==> config.mk <==
export PLATFORM = sky130hd
export DESIGN_NAME = testsel_top
export DESIGN_NICKNAME = d
export VERILOG_FILES = /design/src/rtl/tsel_pkg.sv /design/src/rtl/tsel_edge.sv /design/src/rtl/tsel_pow2div.sv /design/src/rtl/tsel_postdiv.sv /design/src/rtl/tsel_modcnt.sv /design/src/rtl/testsel_top.sv
export SDC_FILE = /design/constraint.sdc
export NUM_CORES = 1
export LEC_CHECK = 0
export BUFFER_PORTS_ARGS = -buffer_cell sky130_fd_sc_hd__buf_2
export CORE_ASPECT_RATIO = 1.5
export CORE_MARGIN = 2
export CORE_UTILIZATION = 58
export CTS_CLUSTER_DIAMETER = 200
export DETAILED_ROUTE_END_ITERATION = 8
export PLACE_DENSITY = 0.85
export SETUP_SLACK_MARGIN = 0.15
export SYNTH_ARGS = -nofsm -noshare
export SYNTH_HDL_FRONTEND = slang
export SYNTH_SLANG_ARGS = --single-unit
export TNS_END_PERCENT = 100
==> constraint.sdc <==
create_clock -name clk -period 3.7 [get_ports clk]
set_input_delay 0.37 -clock clk [delete_from_list [all_inputs] [get_ports clk]]
set_output_delay 0.37 -clock clk [all_outputs]
set_load 0.01 [all_outputs]
==> src/rtl/tsel_pkg.sv <==
// Shared definitions for the test output selector.
// Assumes: the N code is 2 bits wide and the largest even ratio is 8.
package tsel_pkg;

    // Test-select codes. The values are fixed because a serial stream decodes them.
    typedef enum logic [2:0] {
        TS_SHIFT  = 3'b000,
        TS_ONE    = 3'b001,
        TS_REF16  = 3'b010,
        TS_MCNT   = 3'b011,
        TS_FOUT   = 3'b100,
        TS_ZERO   = 3'b101,
        TS_BYPASS = 3'b110,
        TS_FOUT4  = 3'b111
    } tsel_e;

    localparam int NCODE_W = 2;
    localparam int HALF_W  = 2;

    // Last count value of the half-period counter for an N code.
    function automatic logic [HALF_W-1:0] half_last(input logic [NCODE_W-1:0] code);
        case (code)
            2'b00:   return HALF_W'(0);
            2'b01:   return HALF_W'(1);
            2'b10:   return HALF_W'(3);
            default: return HALF_W'(0);
        endcase
    endfunction

    // The ratio-1 code passes the source straight through.
    function automatic logic is_passthru(input logic [NCODE_W-1:0] code);
        return code == 2'b11;
    endfunction

endpackage

==> src/rtl/tsel_edge.sv <==
// Rising-edge detector for a slow clock that arrives as a level.
// Assumes: the level stays high and low for at least one clk cycle each.
module tsel_edge (
    input  logic clk,
    input  logic rst_n,
    input  logic lvl_i,
    output logic rise_o
);
    logic prev_q;

    // Keep the previous sampled level.
    always_ff @(posedge clk) begin
        if (!rst_n) prev_q <= 1'b0;
        else        prev_q <= lvl_i;
    end

    assign rise_o = lvl_i & ~prev_q;
endmodule

==> src/rtl/tsel_pow2div.sv <==
// Fixed power-of-two divider: counts rising edges and outputs the count MSB.
// Assumes: rise_i is a one-cycle pulse per source edge. clr_i restarts at zero.
module tsel_pow2div #(
    parameter int W = 2
) (
    input  logic clk,
    input  logic rst_n,
    input  logic clr_i,
    input  logic rise_i,
    output logic out_o
);
    logic [W-1:0] cnt_q;

    // Count source rising edges, restarting on clear.
    always_ff @(posedge clk) begin
        if (!rst_n)      cnt_q <= '0;
        else if (clr_i)  cnt_q <= '0;
        else if (rise_i) cnt_q <= cnt_q + W'(1);
    end

    assign out_o = cnt_q[W-1];
endmodule

==> src/rtl/tsel_postdiv.sv <==
// N post-divider. Even ratios toggle the output every ratio/2 source rises,
// which gives a 50% duty cycle. Ratio 1 registers the source level.
// Assumes: code_i follows the N code table in tsel_pkg.
module tsel_postdiv
    import tsel_pkg::*;
(
    input  logic               clk,
    input  logic               rst_n,
    input  logic               clr_i,
    input  logic [NCODE_W-1:0] code_i,
    input  logic               lvl_i,
    input  logic               rise_i,
    output logic               out_o
);
    logic [HALF_W-1:0] cnt_q;
    logic              out_q;
    logic [HALF_W-1:0] lim;

    assign lim = half_last(code_i);

    // Half-period counting, pass-through, and restart on clear.
    always_ff @(posedge clk) begin
        if (!rst_n) begin
            cnt_q <= '0;
            out_q <= 1'b0;
        end else if (clr_i) begin
            cnt_q <= '0;
            out_q <= 1'b0;
        end else if (is_passthru(code_i)) begin
            cnt_q <= '0;
            out_q <= lvl_i;
        end else if (rise_i) begin
            if (cnt_q == lim) begin
                cnt_q <= '0;
                out_q <= ~out_q;
            end else begin
                cnt_q <= cnt_q + HALF_W'(1);
            end
        end
    end

    assign out_o = out_q;
endmodule

==> src/rtl/tsel_modcnt.sv <==
// Modulo-M counter. The output is high while the count sits on its last value,
// which is one source period in every M. M of 0 or 1 holds the output high.
// Assumes: rise_i is a one-cycle pulse per source edge.
module tsel_modcnt #(
    parameter int MW = 9
) (
    input  logic          clk,
    input  logic          rst_n,
    input  logic          clr_i,
    input  logic [MW-1:0] m_i,
    input  logic          rise_i,
    output logic          tc_o
);
    logic [MW-1:0] cnt_q;
    logic [MW-1:0] last;

    assign last = (m_i < MW'(2)) ? '0 : m_i - MW'(1);

    // Wrap at the last value. This also recovers when M shrinks below the count.
    always_ff @(posedge clk) begin
        if (!rst_n)      cnt_q <= '0;
        else if (clr_i)  cnt_q <= '0;
        else if (rise_i) cnt_q <= (cnt_q >= last) ? '0 : cnt_q + MW'(1);
    end

    assign tc_o = (cnt_q == last);
endmodule

==> src/rtl/testsel_top.sv <==
// Test output selector with bypass dividers.
// Samples three slow clocks as levels on clk and drives fout_o from the N
// post-divider. test_o takes one of eight sources chosen by t_code_i. The
// bypass code moves the divider source from synclk_i to sclk_i.
// Assumes: every sampled clock half-period lasts at least one clk cycle.
module testsel_top
    import tsel_pkg::*;
#(
    parameter int MW = 9
) (
    input  logic               clk,
    input  logic               rst_n,
    input  logic               sclk_i,
    input  logic               refclk_i,
    input  logic               synclk_i,
    input  logic [MW-1:0]      m_val_i,
    input  logic [NCODE_W-1:0] n_code_i,
    input  logic [2:0]         t_code_i,
    input  logic               sr_out_i,
    output logic               fout_o,
    output logic               test_o
);
    localparam int NSRC    = 3;
    localparam int SRC_SER = 0;
    localparam int SRC_SYN = 1;
    localparam int SRC_REF = 2;

    logic [NSRC-1:0] lvl_vec;
    logic [NSRC-1:0] rise_vec;
    logic            bypass;
    logic            src_lvl;
    logic            src_rise;
    logic [NCODE_W-1:0] n_q;
    logic [MW-1:0]   m_q;
    logic            byp_q;
    logic            resync;
    logic            m_resync;
    logic            fout_int;
    logic            fout_rise;
    logic            fdiv4;
    logic            ref16;
    logic            mtc;
    logic            test_d;
    logic            test_q;

    assign lvl_vec = {refclk_i, synclk_i, sclk_i};

    for (genvar g = 0; g < NSRC; g++) begin : g_edge
        tsel_edge u_edge (
            .clk    (clk),
            .rst_n  (rst_n),
            .lvl_i  (lvl_vec[g]),
            .rise_o (rise_vec[g])
        );
    end

    assign bypass   = (t_code_i == TS_BYPASS);
    assign src_lvl  = bypass ? lvl_vec[SRC_SER]  : lvl_vec[SRC_SYN];
    assign src_rise = bypass ? rise_vec[SRC_SER] : rise_vec[SRC_SYN];

    // Hold the last settings so that a change can be detected.
    always_ff @(posedge clk) begin
        if (!rst_n) begin
            n_q   <= '0;
            m_q   <= '0;
            byp_q <= 1'b0;
        end else begin
            n_q   <= n_code_i;
            m_q   <= m_val_i;
            byp_q <= bypass;
        end
    end

    assign resync   = (n_code_i != n_q) || (bypass != byp_q);
    assign m_resync = resync || (m_val_i != m_q);

    tsel_postdiv u_ndiv (
        .clk    (clk),
        .rst_n  (rst_n),
        .clr_i  (resync),
        .code_i (n_code_i),
        .lvl_i  (src_lvl),
        .rise_i (src_rise),
        .out_o  (fout_int)
    );

    tsel_modcnt #(.MW(MW)) u_mcnt (
        .clk    (clk),
        .rst_n  (rst_n),
        .clr_i  (m_resync),
        .m_i    (m_val_i),
        .rise_i (src_rise),
        .tc_o   (mtc)
    );

    tsel_edge u_fedge (
        .clk    (clk),
        .rst_n  (rst_n),
        .lvl_i  (fout_int),
        .rise_o (fout_rise)
    );

    tsel_pow2div #(.W(2)) u_fdiv4 (
        .clk    (clk),
        .rst_n  (rst_n),
        .clr_i  (resync),
        .rise_i (fout_rise),
        .out_o  (fdiv4)
    );

    tsel_pow2div #(.W(4)) u_ref16 (
        .clk    (clk),
        .rst_n  (rst_n),
        .clr_i  (1'b0),
        .rise_i (rise_vec[SRC_REF]),
        .out_o  (ref16)
    );

    // Pick the test pin source from the select code.
    always_comb begin
        case (tsel_e'(t_code_i))
            TS_SHIFT:  test_d = sr_out_i;
            TS_ONE:    test_d = 1'b1;
            TS_REF16:  test_d = ref16;
            TS_MCNT:   test_d = mtc;
            TS_FOUT:   test_d = fout_int;
            TS_ZERO:   test_d = 1'b0;
            TS_BYPASS: test_d = mtc;
            TS_FOUT4:  test_d = fdiv4;
            default:   test_d = 1'b0;
        endcase
    end

    // Register the test pin.
    always_ff @(posedge clk) begin
        if (!rst_n) test_q <= 1'b0;
        else        test_q <= test_d;
    end

    assign fout_o = fout_int;
    assign test_o = test_q;
endmodule

==> impl_metrics.py, run 1 <==
metrics = {
    "synthesis": {
        "synth_fp_nets": 268,
        "yosysTopAreaCell": "dfxtp_1",
        "synth-seq-cells": 35,
        "synth_most_common_cell": "dfxtp_1",
        "async_reset_ff_frac": 0,
        "synth-main-ff-cell": "dfxtp_1",
        "synth_area_um2": 2050,
        "ys_warn_count": 0,
        "ys_types": 38,
        "ys_top_cells_by_count": "dfxtp_1 (35), nand2_1 (26), nor2_1 (17)",
        "syn_area_per_cell_um2": 8.76,
        "synth_largest_type_area_fraction": 0.342,
        "yosysSeqAreaShare": 0.342,
        "yosys-top-cells-area": "dfxtp_1 (34%), ha_1 (8.5%), o2111ai_1 (6.0%)",
        "syn-instance-count": 234,
        "synth_edf_count": 0,
    },
    "hold_path": {
        "hp-class": "input pin to flip-flop",
    },
    "timing": {
        "rsz0062_at_grt": "no",
        "finalHoldViolCount": 0,
        "finalSetupTns_ps": 0,
        "setup_violations": 0,
        "slew_headroom": 0.358,
        "fmax_mhz": 348,
        "worst_pin_slew_ps": 936,
        "min_period_over_period": 0.776,
        "fin_crit_ps": 2870,
        "slew_violations": 0,
        "final.setup_skew_ps": 8.56,
    },
    "clocking": {
        "clockBufferDepth": 2,
        "clock-root-buffer": "clkbuf_8",
        "clkSlewWorstSetupHoldPaths_ps": 80,
        "cts_buffers": 5,
        "cts_tree": "yes",
        "clock-sinks": 35,
        "holdBufCountCts": 0,
        "post_cts_resized": 0,
        "post_cts_buffers": 0,
        "clk_latency_ps": 290,
        "htreeDepth": 2,
    },
    "detailed_routing": {
        "vias": 1808,
        "routedWlPerCell_um": 15.6,
        "drc": 0,
        "postRouteWirelength_um": 4630,
        "ant_nets": 0,
        "post_drt_via_cell_ratio": 6.07,
        "drt_iter0_drc": 34,
        "drt_first_pass_iters": 4,
    },
    "worst_setup_path": {
        "crit_type": "input pin to flip-flop",
        "crit_fanout": 16,
        "cp_num_buf_inv": 1,
        "end_kind": "flip-flop",
        "cp_data_arrival_time_ps": 3070,
        "cp_data_required_time_ps": 3890,
        "start_kind": "input pin",
        "slowest_delay_ps": 640,
        "cp_cell_sequence": "buf_2 -> nor2_1 -> nor4b_1 -> nand2_1 -> nand2_1 -> ha_1 -> a21oi_1 -> o221a_2 -> o2111ai_1 -> a311oi_1",
        "cpMostUsedCell": "nand2_1",
        "critical_path.slowest_cell": "nor4b_1",
        "path_delay_family": "simple AND/OR/NAND/NOR gates",
    },
    "power_and_ir_drop": {
        "comb_power_share": 0.134,
        "p_switching_w": 0.000213,
        "p_clk_frac": 0.357,
        "ir_worst_vdd_mv": 0.337,
        "pwr_density_cell_nw_per_um2": 342,
        "power_leakage_nw": 0.877,
        "internal-power_w": 0.000563,
        "seqPwrFrac": 0.509,
        "switching_share": 0.274,
    },
    "placement": {
        "dpl.hpwl_um": 3360,
        "io_buffers": 21,
        "globalplace.congestion": 0.809,
    },
    "layout": {
        "areaGrowthSynthToFinish_pct": 10.7,
        "insertedDiodeCount": 0,
        "nFillCells": 297,
        "layout.area.seq_um2": 701,
        "multi_input_area_um2": 1280,
        "layout.nets": 289,
        "layout-drive-gt1-share": 0.129,
        "post-route-util": 0.671,
    },
    "status": {
        "outcome": "completed",
    },
    "floorplanning": {
        "die_height_um": 76.8,
        "rows": 26,
        "die_width_um": 52.6,
        "dieArea_um2": 4040,
        "ios": 22,
        "core_um2": 3380,
        "start_util": 0.606,
    },
    "job": {
        "drv_cap": 0,
    },
    "global_routing": {
        "track_usage": 0.260,
        "grt_pass1_vias": 1831,
        "grt_antenna_before_repair": 0,
        "grt_pass1_wl_um": 8070,
        "grt_max_degree": 17,
        "grt.overflow.total": 0,
    },
}
## area by class of cell
cell class,count,area share
Clock buffer,6,0.0320
Clock inverter,2,0.00551
Inverter,9,0.0149
Multi-Input combinational cell,182,0.566
Sequential cell,35,0.309
Tap cell,42,0.0232
Timing Repair Buffer,22,0.0496
## cells by family (layout without fill, tap and decap cells)
group / count (synthesis) / in the layout / share of synthesized area
and+or+nand+nor: 93 / 93 / 0.239
muxes: 8 / 8 / 0.0421
AOI/OAI and AO/OA: 45 / 45 / 0.167
buffers and inverters: 17 / 39 / 0.0317
xor gates and xnor gates: 22 / 22 / 0.0940
adders and majority gates: 14 / 14 / 0.0854
DFF: 35 / 35 / 0.342
## per-layer routing
metal  GRT usage  share of wire  vias up
met4       0.128          0.029        0
met3      0.0545          0.044       15
li1            -              -      906
met1       0.296           0.38      824
met5           0              0        -
met2       0.441           0.54       63
## path summary, 6_finish.rpt
kind | endpoint | from | slack, ps | cells past startpoint
setup / recovery | u_mcnt.cnt_q[8] | m_val_i[2] | 830 | 10
hold / removal | g_edge[2].u_edge.prev_q | refclk_i | 300 | 2
setup reg to reg | u_mcnt.cnt_q[8] | u_mcnt.cnt_q[6] | 1710 | 5
hold reg to reg | u_mcnt.cnt_q[0] | u_mcnt.cnt_q[0] | 510 | 2
## metrics by stage
stage | instances | hold WS (ps) | cell area [um2] | total power, W | worst slack [ps]
after floorplan | 234 | 471 | 2050 | 0.000471 | 928
after global placement | 290 | 486 | 2180 | 0.000502 | 641
after detailed placement | 290 | 494 | 2180 | 0.000507 | 573
after CTS | 298 | 296 | 2270 | 0.000779 | 870
after global routing | 298 | 294 | 2270 | 0.000811 | 608
final | 298 | 297 | 2270 | 0.000776 | 828
## state kept, by name, summed over array words and instances (netlist names)
name	count
u_ndiv.cnt_q	2
n_q	2
m_q	9
u_fdiv4.cnt_q	2
test_o	1
byp_q	1
g_edge.u_edge.prev_q	3
u_mcnt.cnt_q	9
u_ref16.cnt_q	4
u_fedge.prev_q	1
u_ndiv.out_o	1
## power groups by stage
stage               Sequential, W  Combinational, W  Clock [W]
floorplan                0.000402         0.0000682          0
global placement         0.000403         0.0000988          0
detailed placement       0.000404          0.000103          0
CTS                      0.000395          0.000104   0.000280
global route             0.000396          0.000117   0.000298
finish                   0.000395          0.000104   0.000277
## layout by cell type, fill, tap and decap left out, drive strengths merged, types with 12 or more instances in the layout
cell / instances
xor2: 14
nor2: 17
buf: 22
ha: 14
nand2: 26
and2: 12
o2111ai: 14
dfxtp: 35
(Power assumes the default switching activity.)
==> run 2: changes to the inputs <==
CORE_UTILIZATION = 52   (was 58)
PLACE_DENSITY = 0.81   (was 0.85)
clock period = 2.6 ns   (was 3.7 ns; I/O delays follow)
==> impl_metrics.py, run 2 (synthesized netlist as in run 1, its figures left out) <==
metrics = {
    "layout": {
        "insertedDiodeCount": 0,
        "final_common_cell": "dfxtp_1",
        "layout-drive-gt1-share": 0.163,
        "layout.nets": 297,
        "top_regs": "m_q: 9 flops, u_mcnt.cnt_q: 9 flops, u_ref16.cnt_q: 4 flops",
        "areaGrowthSynthToFinish_pct": 15.7,
        "stdcell_area_um2": 2370,
        "layout_common_cells": "dfxtp_1 (35), nand2_1 (26), buf_2 (21)",
    },
    "worst_setup_path": {
        "crit_fanout": 16,
        "cpMostUsedCell": "ha_1",
        "cp_data_arrival_time_ps": 2440,
        "end_kind": "flip-flop",
        "critical_path.slowest_cell": "ha_1",
        "crit_type": "input pin to flip-flop",
        "path_delay_family": "compound AO/OA/AOI/OAI gates",
        "cp_data_required_time_ps": 2790,
        "cp_cell_sequence": "buf_2 -> inv_1 -> ha_1 -> nor3b_1 -> xor2_1 -> nand2_1 -> ha_1 -> a21oi_1 -> o221a_4 -> o2111ai_1 -> a311oi_1",
        "start_kind": "input pin",
        "cp_num_buf_inv": 2,
        "slowest_delay_ps": 330,
    },
    "global_routing": {
        "grt_pass1_vias": 1703,
        "grt_max_degree": 17,
        "grt_pass1_wl_um": 7380,
        "grt_antenna_before_repair": 0,
        "grt.overflow.total": 0,
        "track_usage": 0.205,
    },
    "detailed_routing": {
        "routedWlPerCell_um": 14.3,
        "vias": 1817,
        "drt_first_pass_iters": 4,
        "ant_nets": 0,
        "post_drt_via_cell_ratio": 5.88,
        "drc": 0,
        "postRouteWirelength_um": 4430,
        "drt_iter0_drc": 25,
    },
    "floorplanning": {
        "die_height_um": 80.9,
        "dieArea_um2": 4470,
        "core_um2": 3850,
        "start_util": 0.532,
        "rows": 28,
        "ios": 22,
        "die_width_um": 55.3,
    },
    "timing": {
        "slew_violations": 0,
        "rsz0062_at_grt": "yes",
        "fin_crit_ps": 2250,
        "slew_headroom": 0.583,
        "worst_pin_slew_ps": 623,
        "min_period_over_period": 0.867,
        "setup_violations": 0,
        "finalHoldViolCount": 0,
        "final.setup_skew_ps": 7.33,
        "fmax_mhz": 444,
        "finalSetupTns_ps": 0,
    },
    "power_and_ir_drop": {
        "power.total_w": 0.00112,
        "pwr_density_cell_nw_per_um2": 472,
        "ir_worst_vdd_mv": 0.404,
        "power_leakage_nw": 0.928,
    },
    "hold_path": {
        "hp-class": "input pin to flip-flop",
    },
    "status": {
        "outcome": "completed",
    },
    "clocking": {
        "clkSlewWorstSetupHoldPaths_ps": 80,
        "clock-root-buffer": "clkbuf_8",
        "cts_buffers": 5,
        "clock-sinks": 35,
        "clk_latency_ps": 290,
        "htreeDepth": 2,
        "post_cts_buffers": 0,
        "clockBufferDepth": 2,
        "cts_tree": "yes",
    },
    "placement": {
        "io_buffers": 21,
        "globalplace.congestion": 0.829,
        "dpl.hpwl_um": 3270,
        "placed_cell_area_um2": 2280,
    },
    "job": {
        "drv_cap": 0,
    },
}
==> run 2: power by group <==
part / switching, W / internal (W) / total [W]
combinational: 0.0000891 / 0.0000689 / 0.000158
clock: 0.000214 / 0.000186 / 0.000401
sequential: 0.00000867 / 0.000553 / 0.000561
total: 0.000312 / 0.000808 / 0.00112
==> run 2: final timing paths <==
kind	startpoint	end	slack, ps	cells after the start
worst max-delay path	m_val_i[0]	u_mcnt.cnt_q[4]	350	11
worst min-delay path	refclk_i	g_edge[2].u_edge.prev_q	190	2
worst max register to register	u_mcnt.cnt_q[4]	u_mcnt.cnt_q[4]	770	5
worst min register to register	u_fdiv4.cnt_q[1]	test_o	520	2
==> run 2: cell type report <==
type / count / area [um2]
Sequential cell: 35 / 701
Timing Repair Buffer: 30 / 185
Tap cell: 45 / 56.3
Fill cell: 352 / 1480
Inverter: 9 / 33.8
Multi-Input combinational cell: 182 / 1310
Clock buffer: 5 / 68.8
Clock inverter: 3 / 20.0
==> run 2: worst reg2reg max path: cells and delay by family, from the launching register on <==
family,cells,cell delay (ps)
DFF,1,480
adders and majority gates,1,320
AOI/OAI and AO/OA,4,930
==> run 2: metal layers <==
metal / vias up / track usage / routed length [um]
li1: 916 / - / -
met1: 863 / 0.222 / 1920
met2: 30 / 0.383 / 2330
met3: 8 / 0.0430 / 106
met4: 0 / 0.0854 / 69
met5: - / 0 / 0
==> run 2: repair_timing <==
action,in CTS,in global routing
hold buffers,0,0
endpoints found under the setup margin,0,9
resized for setup,0,2
==> run 2: metrics by stage <==
step / instances / utilization / worst slack, ps / hold WS [ps]
after detailed placement: 301 / 0.591 / 32.4 / 485
final: 309 / 0.616 / 346 / 187
after CTS: 309 / 0.614 / 303 / 183
after floorplan: 234 / - / 198 / 370
after global routing: 309 / 0.616 / 121 / 178
after global placement: 301 / 0.591 / 41.0 / 482
==> run 3: changes to the inputs <==
ABC_AREA = 1   (was not set)
CORE_UTILIZATION = 53   (was 52)
PLACE_DENSITY = 0.82   (was 0.81)
==> impl_metrics.py, run 3 <==
metrics = {
    "status": {
        "outcome": "completed",
    },
    "job": {
        "drv_cap": 0,
    },
    "timing": {
        "worst_pin_slew_ps": 383,
        "slew_headroom": 0.745,
        "rsz0062_at_grt": "no",
        "min_period_over_period": 0.842,
        "slew_violations": 0,
        "setup_violations": 0,
        "final.setup_skew_ps": 3.20,
        "finalSetupTns_ps": 0,
        "fmax_mhz": 457,
        "fin_crit_ps": 2190,
        "fin_ws_ps": 411,
        "finalHoldViolCount": 0,
    },
    "detailed_routing": {
        "vias": 1888,
        "ant_nets": 0,
        "drt_iter0_drc": 48,
        "post_drt_via_cell_ratio": 4.94,
        "drt_first_pass_iters": 4,
        "postRouteWirelength_um": 4070,
        "routedWlPerCell_um": 10.7,
        "drc": 0,
    },
    "synthesis": {
        "synth_largest_type_area_fraction": 0.338,
        "synthMuxAreaShare": 0,
        "ys_warn_count": 0,
        "synth_area_um2": 2080,
        "ys_top_cells_by_count": "nand2_1 (75), inv_1 (62), nor2_1 (38)",
        "synth_compound_area_frac": 0.0759,
        "yosysTopAreaCell": "dfxtp_1",
        "synth-seq-cells": 35,
        "synth_adder_area_share": 0.0844,
        "synth_top_family_by_area": "simple AND/OR/NAND/NOR gates",
        "yosys-top-cells-area": "dfxtp_1 (34%), nand2_1 (14%), inv_1 (11%)",
        "synth_most_common_cell": "nand2_1",
        "synth-main-ff-cell": "dfxtp_1",
        "ys_types": 28,
        "yosysSeqAreaShare": 0.338,
        "synth_xor_area_frac": 0.0506,
        "syn-instance-count": 312,
        "synth_edf_count": 0,
        "syn_area_per_cell_um2": 6.65,
        "synth_fp_nets": 346,
        "async_reset_ff_frac": 0,
        "synth_simple_gate_area_frac": 0.330,
    },
    "layout": {
        "multi_input_area_um2": 1120,
        "layout_common_cells": "nand2_1 (75), inv_1 (62), nor2_1 (38)",
        "final_common_cell": "nand2_1",
        "layout.nets": 372,
        "nFillCells": 353,
        "areaGrowthSynthToFinish_pct": 11.9,
        "insertedDiodeCount": 0,
        "layout.area.seq_um2": 701,
        "top_regs": "m_q: 9 flops, u_mcnt.cnt_q: 9 flops, u_ref16.cnt_q: 4 flops",
        "layout-drive-gt1-share": 0.130,
    },
    "global_routing": {
        "grt.overflow.total": 0,
        "grt_pass1_wl_um": 7140,
        "grt.busiest_layer": "met2",
        "grt_use_met1": 0.244,
        "grt_pass1_vias": 1760,
        "grt_antenna_before_repair": 0,
        "track_usage": 0.219,
        "use_met3": 0.0446,
        "use_met2": 0.383,
        "grt_max_degree": 22,
    },
    "floorplanning": {
        "ios": 22,
        "core_um2": 3720,
        "dieArea_um2": 4440,
        "die_height_um": 80.6,
        "die_width_um": 55.1,
        "rows": 27,
        "start_util": 0.559,
    },
    "placement": {
        "dp_slack_ps": 211,
        "globalplace.congestion": 0.889,
        "dpl.hpwl_um": 3150,
        "io_buffers": 21,
    },
    "clocking": {
        "holdBufCountCts": 0,
        "htreeDepth": 2,
        "clkSlewWorstSetupHoldPaths_ps": 70,
        "clock-sinks": 35,
        "cts_tree": "yes",
        "clk_latency_ps": 280,
        "post_cts_buffers": 0,
        "clock-root-buffer": "clkbuf_8",
        "clockBufferDepth": 2,
        "cts_buffers": 5,
        "post_cts_resized": 0,
    },
    "hold_path": {
        "hp-class": "input pin to flip-flop",
    },
    "power_and_ir_drop": {
        "switching_share": 0.263,
        "comb_power_share": 0.131,
        "pwr_density_cell_nw_per_um2": 482,
        "seqPwrFrac": 0.502,
        "internal-power_w": 0.000826,
        "ir_worst_vdd_mv": 0.603,
        "p_clk_frac": 0.367,
        "p_switching_w": 0.000294,
        "power_leakage_nw": 1.24,
    },
    "worst_setup_path": {
        "cp_data_required_time_ps": 2780,
        "cp_data_arrival_time_ps": 2370,
        "end_kind": "flip-flop",
        "start_kind": "input pin",
        "crit_fanout": 7,
        "crit_type": "input pin to flip-flop",
    },
}
==> run 3: through the flow <==
step	cell area [um2]	hold WS [ps]	total power, W	util	std cells
2_1_floorplan	2080	353	0.000671	-	312
3_3_place_gp	2230	458	0.000717	0.599	374
3_5_place_dp	2230	467	0.000721	0.599	374
4_1_cts	2320	175	0.00113	0.625	382
5_1_grt	2320	182	0.00118	0.625	382
6_report	2320	178	0.00112	0.625	382
==> run 3: power by group through the flow <==
stage | Combinational, W | Sequential [W] | Clock, W
global route | 0.000171 | 0.000563 | 0.000441
floorplan | 0.0000987 | 0.000573 | 0
detailed placement | 0.000147 | 0.000574 | 0
CTS | 0.000148 | 0.000562 | 0.000418
global placement | 0.000144 | 0.000573 | 0
finish | 0.000147 | 0.000562 | 0.000411
==> run 3: worst max-delay path: stages <==
cell and delay, ps:
buf_2 120, inv_1 110, ha_1 180, nand2_1 70, inv_1 80, nand3_1 100
nor2_1 140, nand2_1 80, xnor2_1 170, nand2_1 100, ha_1 310, nand2_1 80
nor2_1 140, nand2_1 70, nand2_1 50, nand2_1 90, nand2_2 160, nor2_1 60
==> run 3: path summary, 6_finish.rpt <==
check	depth (start not counted)	from	slack, ps	end
worst max-delay path	18	m_val_i[1]	410	u_mcnt.cnt_q[0]
worst max register to register	11	u_mcnt.cnt_q[0]	1090	u_mcnt.cnt_q[6]
worst min-delay path	3	refclk_i	180	g_edge[2].u_edge.prev_q
worst min register to register	2	u_ref16.cnt_q[2]	480	u_ref16.cnt_q[2]
==> run 3: kinds of logic after synthesis <==
group	Yosys count
compound gates	29
simple gates	155
fa+ha+maj	14
flops	35
buf+inv	67
xor+xnor	12
==> run 3: layout make-up <==
class | count | area share
Multi-Input combinational cell | 210 | 0.484
Sequential cell | 35 | 0.302
Clock inverter | 1 | 0.00377
Tap cell | 43 | 0.0232
Inverter | 65 | 0.105
Timing Repair Buffer | 21 | 0.0453
Clock buffer | 7 | 0.0372
==> run 3: layer usage <==
metal,wire length (um),part of all wire
met5,0,0
met4,72,0.018
met2,2170,0.53
met1,1710,0.42
met3,120,0.029
